$ cat src/rtl/pmem_pkg.sv
// Shared types and helpers for the paged two-wire memory slave.
// Assumes byte-wide storage and an 8-bit byte pointer split into two halves.
package pmem_pkg;

    localparam int unsigned HALF_BYTES = 128;

    typedef enum logic [3:0] {
        ST_IDLE,
        ST_DEV,
        ST_DEV_ACK,
        ST_PTR,
        ST_PTR_ACK,
        ST_WR,
        ST_WR_ACK,
        ST_RD,
        ST_RD_ACK,
        ST_SKIP
    } twi_state_e;

    // Advance a byte pointer and keep it inside its half of the space.
    function automatic logic [7:0] step_ptr(input logic [7:0] p);
        return {p[7], p[6:0] + 7'd1};
    endfunction

endpackage

$ cat src/rtl/pmem_twi_sync.sv
// Bus line sampler: brings SCL and SDA into the clk domain and flags
// clock edges and START/STOP conditions.
// Assumes the host holds each line level for several clk cycles.
module pmem_twi_sync #(
    parameter int unsigned STAGES = 2
) (
    input  logic clk,
    input  logic rst_n,
    input  logic scl_i,
    input  logic sda_i,
    output logic scl_lvl_o,
    output logic sda_lvl_o,
    output logic scl_rise_o,
    output logic scl_fall_o,
    output logic start_o,
    output logic stop_o
);

    logic [STAGES:0] scl_sr;
    logic [STAGES:0] sda_sr;
    logic            scl_old;
    logic            sda_old;

    // Shift both lines through the synchroniser chain; the idle bus is high.
    always_ff @(posedge clk) begin
        if (!rst_n) begin
            scl_sr <= '1;
            sda_sr <= '1;
        end else begin
            scl_sr <= {scl_sr[STAGES-1:0], scl_i};
            sda_sr <= {sda_sr[STAGES-1:0], sda_i};
        end
    end

    assign scl_lvl_o  = scl_sr[STAGES-1];
    assign sda_lvl_o  = sda_sr[STAGES-1];
    assign scl_old    = scl_sr[STAGES];
    assign sda_old    = sda_sr[STAGES];
    assign scl_rise_o = scl_lvl_o & ~scl_old;
    assign scl_fall_o = ~scl_lvl_o & scl_old;
    assign start_o    = scl_lvl_o & scl_old & sda_old & ~sda_lvl_o;
    assign stop_o     = scl_lvl_o & scl_old & ~sda_old & sda_lvl_o;

endmodule

$ cat src/rtl/pmem_twi_ctrl.sv
// Transfer sequencer: decodes the device address, loads the byte pointer,
// issues one write pulse per received data byte and shifts read data out.
// Assumes edge and condition strobes from pmem_twi_sync. The data line
// changes only on a clock fall.
module pmem_twi_ctrl
    import pmem_pkg::*;
#(
    parameter logic [6:0] DEV_ADDR = 7'h50
) (
    input  logic       clk,
    input  logic       rst_n,
    input  logic       scl_rise,
    input  logic       scl_fall,
    input  logic       bus_start,
    input  logic       bus_stop,
    input  logic       sda_lvl,
    input  logic [7:0] rd_data,
    output logic       sda_oe_o,
    output logic       wr_en_o,
    output logic [7:0] wr_addr_o,
    output logic [7:0] wr_data_o,
    output logic [7:0] rd_addr_o
);

    twi_state_e state_q;
    logic [3:0] cnt_q;
    logic [7:0] sh_q;
    logic [7:0] ptr_q;
    logic       rd_q;
    logic       hack_q;

    assign rd_addr_o = ptr_q;

    // Bit-level sequencer for the whole transfer.
    always_ff @(posedge clk) begin
        if (!rst_n) begin
            state_q   <= ST_IDLE;
            cnt_q     <= '0;
            sh_q      <= '0;
            ptr_q     <= '0;
            rd_q      <= 1'b0;
            hack_q    <= 1'b0;
            sda_oe_o  <= 1'b0;
            wr_en_o   <= 1'b0;
            wr_addr_o <= '0;
            wr_data_o <= '0;
        end else begin
            wr_en_o <= 1'b0;
            if (bus_start) begin
                state_q  <= ST_DEV;
                cnt_q    <= '0;
                sda_oe_o <= 1'b0;
            end else if (bus_stop) begin
                state_q  <= ST_IDLE;
                sda_oe_o <= 1'b0;
            end else begin
                case (state_q)
                    ST_DEV, ST_PTR, ST_WR: begin
                        if (scl_rise) begin
                            sh_q  <= {sh_q[6:0], sda_lvl};
                            cnt_q <= cnt_q + 4'd1;
                        end else if (scl_fall && cnt_q == 4'd8) begin
                            cnt_q <= '0;
                            if (state_q == ST_DEV) begin
                                if (sh_q[7:1] == DEV_ADDR) begin
                                    rd_q     <= sh_q[0];
                                    sda_oe_o <= 1'b1;
                                    state_q  <= ST_DEV_ACK;
                                end else begin
                                    state_q  <= ST_SKIP;
                                end
                            end else if (state_q == ST_PTR) begin
                                ptr_q    <= sh_q;
                                sda_oe_o <= 1'b1;
                                state_q  <= ST_PTR_ACK;
                            end else begin
                                wr_en_o   <= 1'b1;
                                wr_addr_o <= ptr_q;
                                wr_data_o <= sh_q;
                                ptr_q     <= step_ptr(ptr_q);
                                sda_oe_o  <= 1'b1;
                                state_q   <= ST_WR_ACK;
                            end
                        end
                    end
                    ST_DEV_ACK: begin
                        if (scl_fall) begin
                            if (rd_q) begin
                                sh_q     <= rd_data;
                                sda_oe_o <= ~rd_data[7];
                                state_q  <= ST_RD;
                            end else begin
                                sda_oe_o <= 1'b0;
                                state_q  <= ST_PTR;
                            end
                        end
                    end
                    ST_PTR_ACK, ST_WR_ACK: begin
                        if (scl_fall) begin
                            sda_oe_o <= 1'b0;
                            state_q  <= ST_WR;
                        end
                    end
                    ST_RD: begin
                        if (scl_fall) begin
                            if (cnt_q == 4'd7) begin
                                cnt_q    <= '0;
                                sda_oe_o <= 1'b0;
                                ptr_q    <= step_ptr(ptr_q);
                                state_q  <= ST_RD_ACK;
                            end else begin
                                sh_q     <= {sh_q[6:0], 1'b0};
                                sda_oe_o <= ~sh_q[6];
                                cnt_q    <= cnt_q + 4'd1;
                            end
                        end
                    end
                    ST_RD_ACK: begin
                        if (scl_rise) begin
                            hack_q <= ~sda_lvl;
                        end else if (scl_fall) begin
                            if (hack_q) begin
                                sh_q     <= rd_data;
                                sda_oe_o <= ~rd_data[7];
                                state_q  <= ST_RD;
                            end else begin
                                state_q  <= ST_SKIP;
                            end
                        end
                    end
                    default: begin
                    end
                endcase
            end
        end
    end

endmodule

$ cat src/rtl/pmem_page_ram.sv
// One upper page of byte storage: a single write port and an asynchronous
// read port. It clears to zero on reset.
// Assumes DEPTH is a power of two.
module pmem_page_ram #(
    parameter int unsigned DEPTH = 128,
    localparam int unsigned AW   = $clog2(DEPTH)
) (
    input  logic          clk,
    input  logic          rst_n,
    input  logic          we,
    input  logic [AW-1:0] waddr,
    input  logic [7:0]    wdata,
    input  logic [AW-1:0] raddr,
    output logic [7:0]    rdata
);

    logic [7:0] mem_q [DEPTH];

    // Clear on reset, otherwise store the addressed byte.
    always_ff @(posedge clk) begin
        if (!rst_n) begin
            for (int i = 0; i < int'(DEPTH); i++) mem_q[i] <= '0;
        end else if (we) begin
            mem_q[waddr] <= wdata;
        end
    end

    assign rdata = mem_q[raddr];

endmodule

$ cat src/rtl/pmem_bank.sv
// Address map: lower fixed page (monitor bytes, scratch bytes and the page
// register) plus a window onto the selected upper page. Pages that are not
// implemented read zero and ignore writes.
// Assumes MON_BYTES is a power of two, between 2 and 64.
module pmem_bank
    import pmem_pkg::*;
#(
    parameter int unsigned MON_BYTES = 16,
    parameter bit          HAS_PAGE1 = 1'b0,
    parameter logic [7:0]  ID_XOR    = 8'h3C,
    localparam int unsigned NUM_PAGES = 4,
    localparam int unsigned MON_W     = $clog2(MON_BYTES),
    localparam int unsigned LOW_FIRST = MON_BYTES,
    localparam int unsigned LOW_LAST  = HALF_BYTES - 2
) (
    input  logic                   clk,
    input  logic                   rst_n,
    input  logic                   wr_en,
    input  logic [7:0]             wr_addr,
    input  logic [7:0]             wr_data,
    input  logic [7:0]             rd_addr,
    input  logic [MON_BYTES*8-1:0] mon_i,
    output logic [7:0]             rd_data
);

    logic [7:0] page_q;
    logic [7:0] low_q [LOW_FIRST:LOW_LAST];
    logic [7:0] up_rd [NUM_PAGES];
    logic [7:0] mon_b [MON_BYTES];
    logic       wr_low;

    genvar gk;
    for (gk = 0; gk < int'(MON_BYTES); gk++) begin : g_mon
        assign mon_b[gk] = mon_i[gk*8 +: 8];
    end

    assign wr_low = wr_en & ~wr_addr[7];

    // Lower page writes: the page register or the scratch bytes; monitor bytes are never written.
    always_ff @(posedge clk) begin
        if (!rst_n) begin
            page_q <= '0;
            for (int i = LOW_FIRST; i <= int'(LOW_LAST); i++) low_q[i] <= '0;
        end else if (wr_low) begin
            if (wr_addr[6:0] == 7'h7F) begin
                page_q <= wr_data;
            end else if (wr_addr[6:0] >= 7'(LOW_FIRST)) begin
                low_q[wr_addr[6:0]] <= wr_data;
            end
        end
    end

    assign up_rd[0] = {1'b0, rd_addr[6:0]} ^ ID_XOR;

    genvar gp;
    for (gp = 1; gp < int'(NUM_PAGES); gp++) begin : g_page
        if (gp != 1 || HAS_PAGE1) begin : g_ram
            pmem_page_ram #(.DEPTH(HALF_BYTES)) u_ram (
                .clk   (clk),
                .rst_n (rst_n),
                .we    (wr_en & wr_addr[7] & (page_q == 8'(gp))),
                .waddr (wr_addr[6:0]),
                .wdata (wr_data),
                .raddr (rd_addr[6:0]),
                .rdata (up_rd[gp])
            );
        end else begin : g_absent
            assign up_rd[gp] = '0;
        end
    end

    // Read mux across both halves of the space.
    always_comb begin
        rd_data = '0;
        if (!rd_addr[7]) begin
            if (rd_addr[6:0] < 7'(MON_BYTES)) rd_data = mon_b[rd_addr[MON_W-1:0]];
            else if (rd_addr[6:0] == 7'h7F)   rd_data = page_q;
            else                              rd_data = low_q[rd_addr[6:0]];
        end else if (page_q < 8'(NUM_PAGES)) begin
            rd_data = up_rd[page_q[1:0]];
        end
    end

endmodule

$ cat src/rtl/pmem_twi_slave.sv
// Top level: paged two-wire management memory slave. It joins the line
// sampler, the transfer sequencer and the address map.
// Assumes an open-drain bus outside the block: sda_oe_o pulls the line low.
module pmem_twi_slave #(
    parameter logic [6:0]  DEV_ADDR    = 7'h50,
    parameter int unsigned MON_BYTES   = 16,
    parameter bit          HAS_PAGE1   = 1'b0,
    parameter logic [7:0]  ID_XOR      = 8'h3C,
    parameter int unsigned SYNC_STAGES = 2
) (
    input  logic                   clk,
    input  logic                   rst_n,
    input  logic                   scl_i,
    input  logic                   sda_i,
    output logic                   sda_oe_o,
    input  logic [MON_BYTES*8-1:0] mon_i
);

    logic       scl_lvl, sda_lvl, scl_rise, scl_fall, bus_start, bus_stop;
    logic       wr_en;
    logic [7:0] wr_addr, wr_data, rd_addr, rd_data;

    pmem_twi_sync #(.STAGES(SYNC_STAGES)) u_sync (
        .clk        (clk),
        .rst_n      (rst_n),
        .scl_i      (scl_i),
        .sda_i      (sda_i),
        .scl_lvl_o  (scl_lvl),
        .sda_lvl_o  (sda_lvl),
        .scl_rise_o (scl_rise),
        .scl_fall_o (scl_fall),
        .start_o    (bus_start),
        .stop_o     (bus_stop)
    );

    pmem_twi_ctrl #(.DEV_ADDR(DEV_ADDR)) u_ctrl (
        .clk       (clk),
        .rst_n     (rst_n),
        .scl_rise  (scl_rise),
        .scl_fall  (scl_fall),
        .bus_start (bus_start),
        .bus_stop  (bus_stop),
        .sda_lvl   (sda_lvl),
        .rd_data   (rd_data),
        .sda_oe_o  (sda_oe_o),
        .wr_en_o   (wr_en),
        .wr_addr_o (wr_addr),
        .wr_data_o (wr_data),
        .rd_addr_o (rd_addr)
    );

    pmem_bank #(
        .MON_BYTES (MON_BYTES),
        .HAS_PAGE1 (HAS_PAGE1),
        .ID_XOR    (ID_XOR)
    ) u_bank (
        .clk     (clk),
        .rst_n   (rst_n),
        .wr_en   (wr_en),
        .wr_addr (wr_addr),
        .wr_data (wr_data),
        .rd_addr (rd_addr),
        .mon_i   (mon_i),
        .rd_data (rd_data)
    );

endmodule

$ cat config.mk
export PLATFORM = sky130hd
export DESIGN_NAME = pmem_twi_slave
export DESIGN_NICKNAME = d
export VERILOG_FILES = /design/src/rtl/pmem_pkg.sv /design/src/rtl/pmem_twi_sync.sv /design/src/rtl/pmem_twi_ctrl.sv /design/src/rtl/pmem_page_ram.sv /design/src/rtl/pmem_bank.sv /design/src/rtl/pmem_twi_slave.sv
export SDC_FILE = /design/constraint.sdc
export NUM_CORES = 2
export LEC_CHECK = 0
export BUFFER_PORTS_ARGS = -buffer_cell sky130_fd_sc_hd__clkbuf_2
export CORE_ASPECT_RATIO = 1.5
export CORE_MARGIN = 5
export CORE_UTILIZATION = 40
export CTS_BUF_LIST = sky130_fd_sc_hd__clkbuf_8
export DETAILED_ROUTE_END_ITERATION = 8
export RECOVER_POWER = 100
export SLEW_MARGIN = 30
export SYNTH_ARGS = -nofsm -noshare
export SYNTH_HDL_FRONTEND = slang
export SYNTH_HIERARCHICAL = 1
export SYNTH_SLANG_ARGS = --single-unit
$ cat constraint.sdc
create_clock -name clk -period 12 [get_ports clk]
set_clock_uncertainty 0.05 [all_clocks]
set_input_delay 0.6 -clock clk [delete_from_list [all_inputs] [get_ports clk]]
set_output_delay 0.6 -clock clk [all_outputs]
set_load 0.03 [all_outputs]
==> out/results.txt <==
Post-CTS Resized: 0
Setup crit start kind: input port
Post-Synthesis Cells: 9149
CTS tree: built
initial core utilization: 0.402
layout cells sized above 1: 0.178
Reg2Reg Capture Point: u_ctrl/sh_q[6]
number of global-route vias before repair: 83000
Num CTS Buffers: 437
Worst setup EP type: flop
Routed WL per cell: 26.7 um
Post-synth ARST share: 0
cell mode on critical path: clkbuf_1
setup TNS: 0 ns
total power: 20.7 mW
Final setup viols: 0
post-route insts no fill: 14300
Synth Flop Type: edfxtp_1
Clock Latency Late Sink: 1.08 ns
Int Pwr: 16.0 mW
Hold Path Origin: sda_i
dpl hpwl: 247 mm
Arr. time, crit path: 8.98 ns
Min-Delay Endpoint: u_sync/sda_sr[0]
most common cell after layout, fill and taps aside: edfxtp_1
CP delay by family, top: buffers and inverters
PortBufs: 132
core area: 350000 um2
Final Max Slew Viols: 1471
drt first pass iters: 5
Slew Limit Headroom: -2.47
Hold Path Class: in -> reg
setup ws final: 3.59 ns
ratio of total power to cell area: 135 nW/um2
pin count of the biggest net entering global routing: 201
placed cell count: 13500
root buffer cell: clkbuf_8
CP Max Fanout: 98
worst hold path depth: 3
status: complete, but fails checks
FF-to-FF Start: u_ctrl/rd_addr_o[0]
RD Place Congestion: 0.880
final period utilization: 0.701
final antenna-violating net count: 0
WS Path Type: in -> reg
number of synthesized flops with an enable pin: 2944
reg2reg path depth: 14
clk buf depth: 4
DP Worst Slack: 5.97 ns
post-layout min period: 8.41 ns
Avg Cell Area, Syn: 15.4 um2
mapped cell area: 141000 um2
Initial DRC Count: 6276
worst path buffer plus inverter count: 3
Yosys warning count: 6
global-route wire length before repair: 560 mm
Total Routing Usage GR: 0.206
Vias/cell: 5.51
die height: 737 um
Post-DP Area: 146000 um2
final net count: 9418
Core Rows: 266
commonest cells after routing, fill and taps aside: edfxtp_1, and2_0, and2_1, mux4_2, nor2_1
CP max stage delay: 3.62 ns
switching share of total power: 0.226
fraction of the yosys area taken by sequential cells: 0.636
Yosys reg bits: 3002
CP Data Required Time: 12.57 ns
peak supply drop: 79.6 uV
DRC Markers: 0
postcts setup bufs: 0
number of distinct library cells after synthesis: 92
Max Fclk: 0.119 GHz
TritonCTS Sinks: 3002
hold-fix buffers at CTS: 3
Layout area overhead: 9.24%
grt ovf: 0
WL final: 383 mm
clock-pin slew on the worst setup and hold paths: 0.06 ns
routed vias: 78900
Slew @ Worst Pin: 5.20 ns
Gate power share: 0.046
die span in x: 494 um
Critical Path Stages: 6
CP Cell Sequence: dlygate4sd3_1 -> clkbuf_1 -> nand2_1 -> or2_2 -> clkbuf_1 -> o21ai_0
P_sw: 4.69 mW
fillcell total: 31000
initial antenna violation count: 10
final core utilization: 0.439
Clk pwr share: 0.376
post-route cell area: 154000 um2
failing checks: capacitance limit, slew limit
count of final hold-check violations: 0
Hold Slack: 0.320 ns
Pleak: 50.3 nW
Crit-path slowest cell: clkbuf_1
die area: 364000 um2
Ports: 133
RSZ-0062 raised after global routing: no
H-tree depth reported by CTS: 5
Flop pwr share: 0.578
internal reg-to-reg setup slack: 6.12 ns
# Max-Cap Violations: 37
[sequential cells by signal, summed over array words and instances, names as in the netlist, 3 cells and up]
signal and cells:
u_bank/g_page.g_ram.u_ram/mem_q 2048, u_bank/low_q 896, u_bank/page_q 8, u_ctrl/cnt_q 4, u_ctrl/rd_addr_o 8, u_ctrl/sh_q 8, u_ctrl/state_q 4, u_ctrl/wr_addr_o 8
u_ctrl/wr_data_o 8, u_sync/scl_sr 3, u_sync/sda_sr 3
[tightest hold or removal path, delay by kind of cell]
kind,cells,cell delay [ns]
buffers and inverters,2,0.66
and+or+nand+nor,1,0.09
[per-layer routing]
layer | track usage | vias up | routed length [um]
met3 | 0.0306 | 741 | 21700
met5 | 0 | - | 25
met1 | 0.233 | 41000 | 136000
li1 | - | 34400 | -
met2 | 0.385 | 2811 | 207000
met4 | 0.0851 | 4 | 18800
[how the worst max path moves through the flow]
stage                                                      to                 from  slack, ns
global placement                               u_ctrl/sh_q[6]  u_ctrl/rd_addr_o[0]       5.91
detailed placement                             u_ctrl/sh_q[6]  u_ctrl/rd_addr_o[0]       5.97
floorplan                                      u_ctrl/sh_q[6]  u_ctrl/rd_addr_o[0]       8.02
global route        u_bank/g_page[3].g_ram.u_ram/mem_q[62][1]                rst_n       3.14
CTS                                            u_ctrl/sh_q[6]  u_ctrl/rd_addr_o[0]       5.94
finish              u_bank/g_page[3].g_ram.u_ram/mem_q[85][6]                rst_n       3.59
[synthesized netlist by cell type, drive strengths merged, types with 21 or more instances]
| cell | instances | share of area |
|---|---|---|
| edfxtp | 2944 | 0.63 |
| and2 | 2943 | 0.13 |
| mux4 | 904 | 0.15 |
| clkbuf | 565 | 0.015 |
| nor2 | 458 | 0.012 |
| o21ai | 393 | 0.014 |
| buf | 175 | 0.0089 |
| mux2i | 142 | 0.010 |
| nand2 | 93 | 0.0025 |
| dfxtp | 58 | 0.0082 |
| a21oi | 45 | 0.0017 |
| nand3 | 41 | 0.0015 |
| nor2b | 38 | 0.0017 |
| a221oi | 33 | 0.0022 |
| nor3 | 33 | 0.0012 |
| mux2 | 26 | 0.0021 |
| nand2b | 24 | 0.0011 |
| or2 | 21 | 0.00093 |
[power by group through the flow]
stage,clock (mW),sequential [mW],combinational [mW]
6_report,7.78,12.0,0.956
5_1_grt,8.43,12.0,1.01
4_1_cts,7.99,12.0,0.991
3_5_place_dp,0,12.2,0.986
3_3_place_gp,0,12.2,0.970
2_1_floorplan,0,12.1,0.675
[final cells by class]
| type | instances | area (um2) | share of cell area |
|---|---|---|---|
| tap | 4690 | 5870 | 0.0382 |
| sequential | 3002 | 89600 | 0.583 |
| clock buffer | 447 | 6150 | 0.0400 |
| clock inverter | 334 | 1840 | 0.0120 |
| timing repair buffer | 428 | 2400 | 0.0156 |
| inverter | 16 | 62.6 | 0.000407 |
| multi-input combinational | 5398 | 47800 | 0.311 |
| antenna | 9 | 22.5 | 0.000146 |
[kinds of logic (layout without fill, tap and decap cells)]
kind of cell | after synthesis | count (layout) | share of synthesized area
simple gates | 3707 | 3707 | 0.155
flops | 3002 | 3002 | 0.636
mux | 1072 | 1072 | 0.158
buf+inv | 756 | 1225 | 0.0244
compound gates | 607 | 607 | 0.0261
fa+ha+maj | 4 | 4 | 0.000347
other cells | 1 | 17 | 0.0000266
Note: power is estimated with default switching activity, not from simulation.
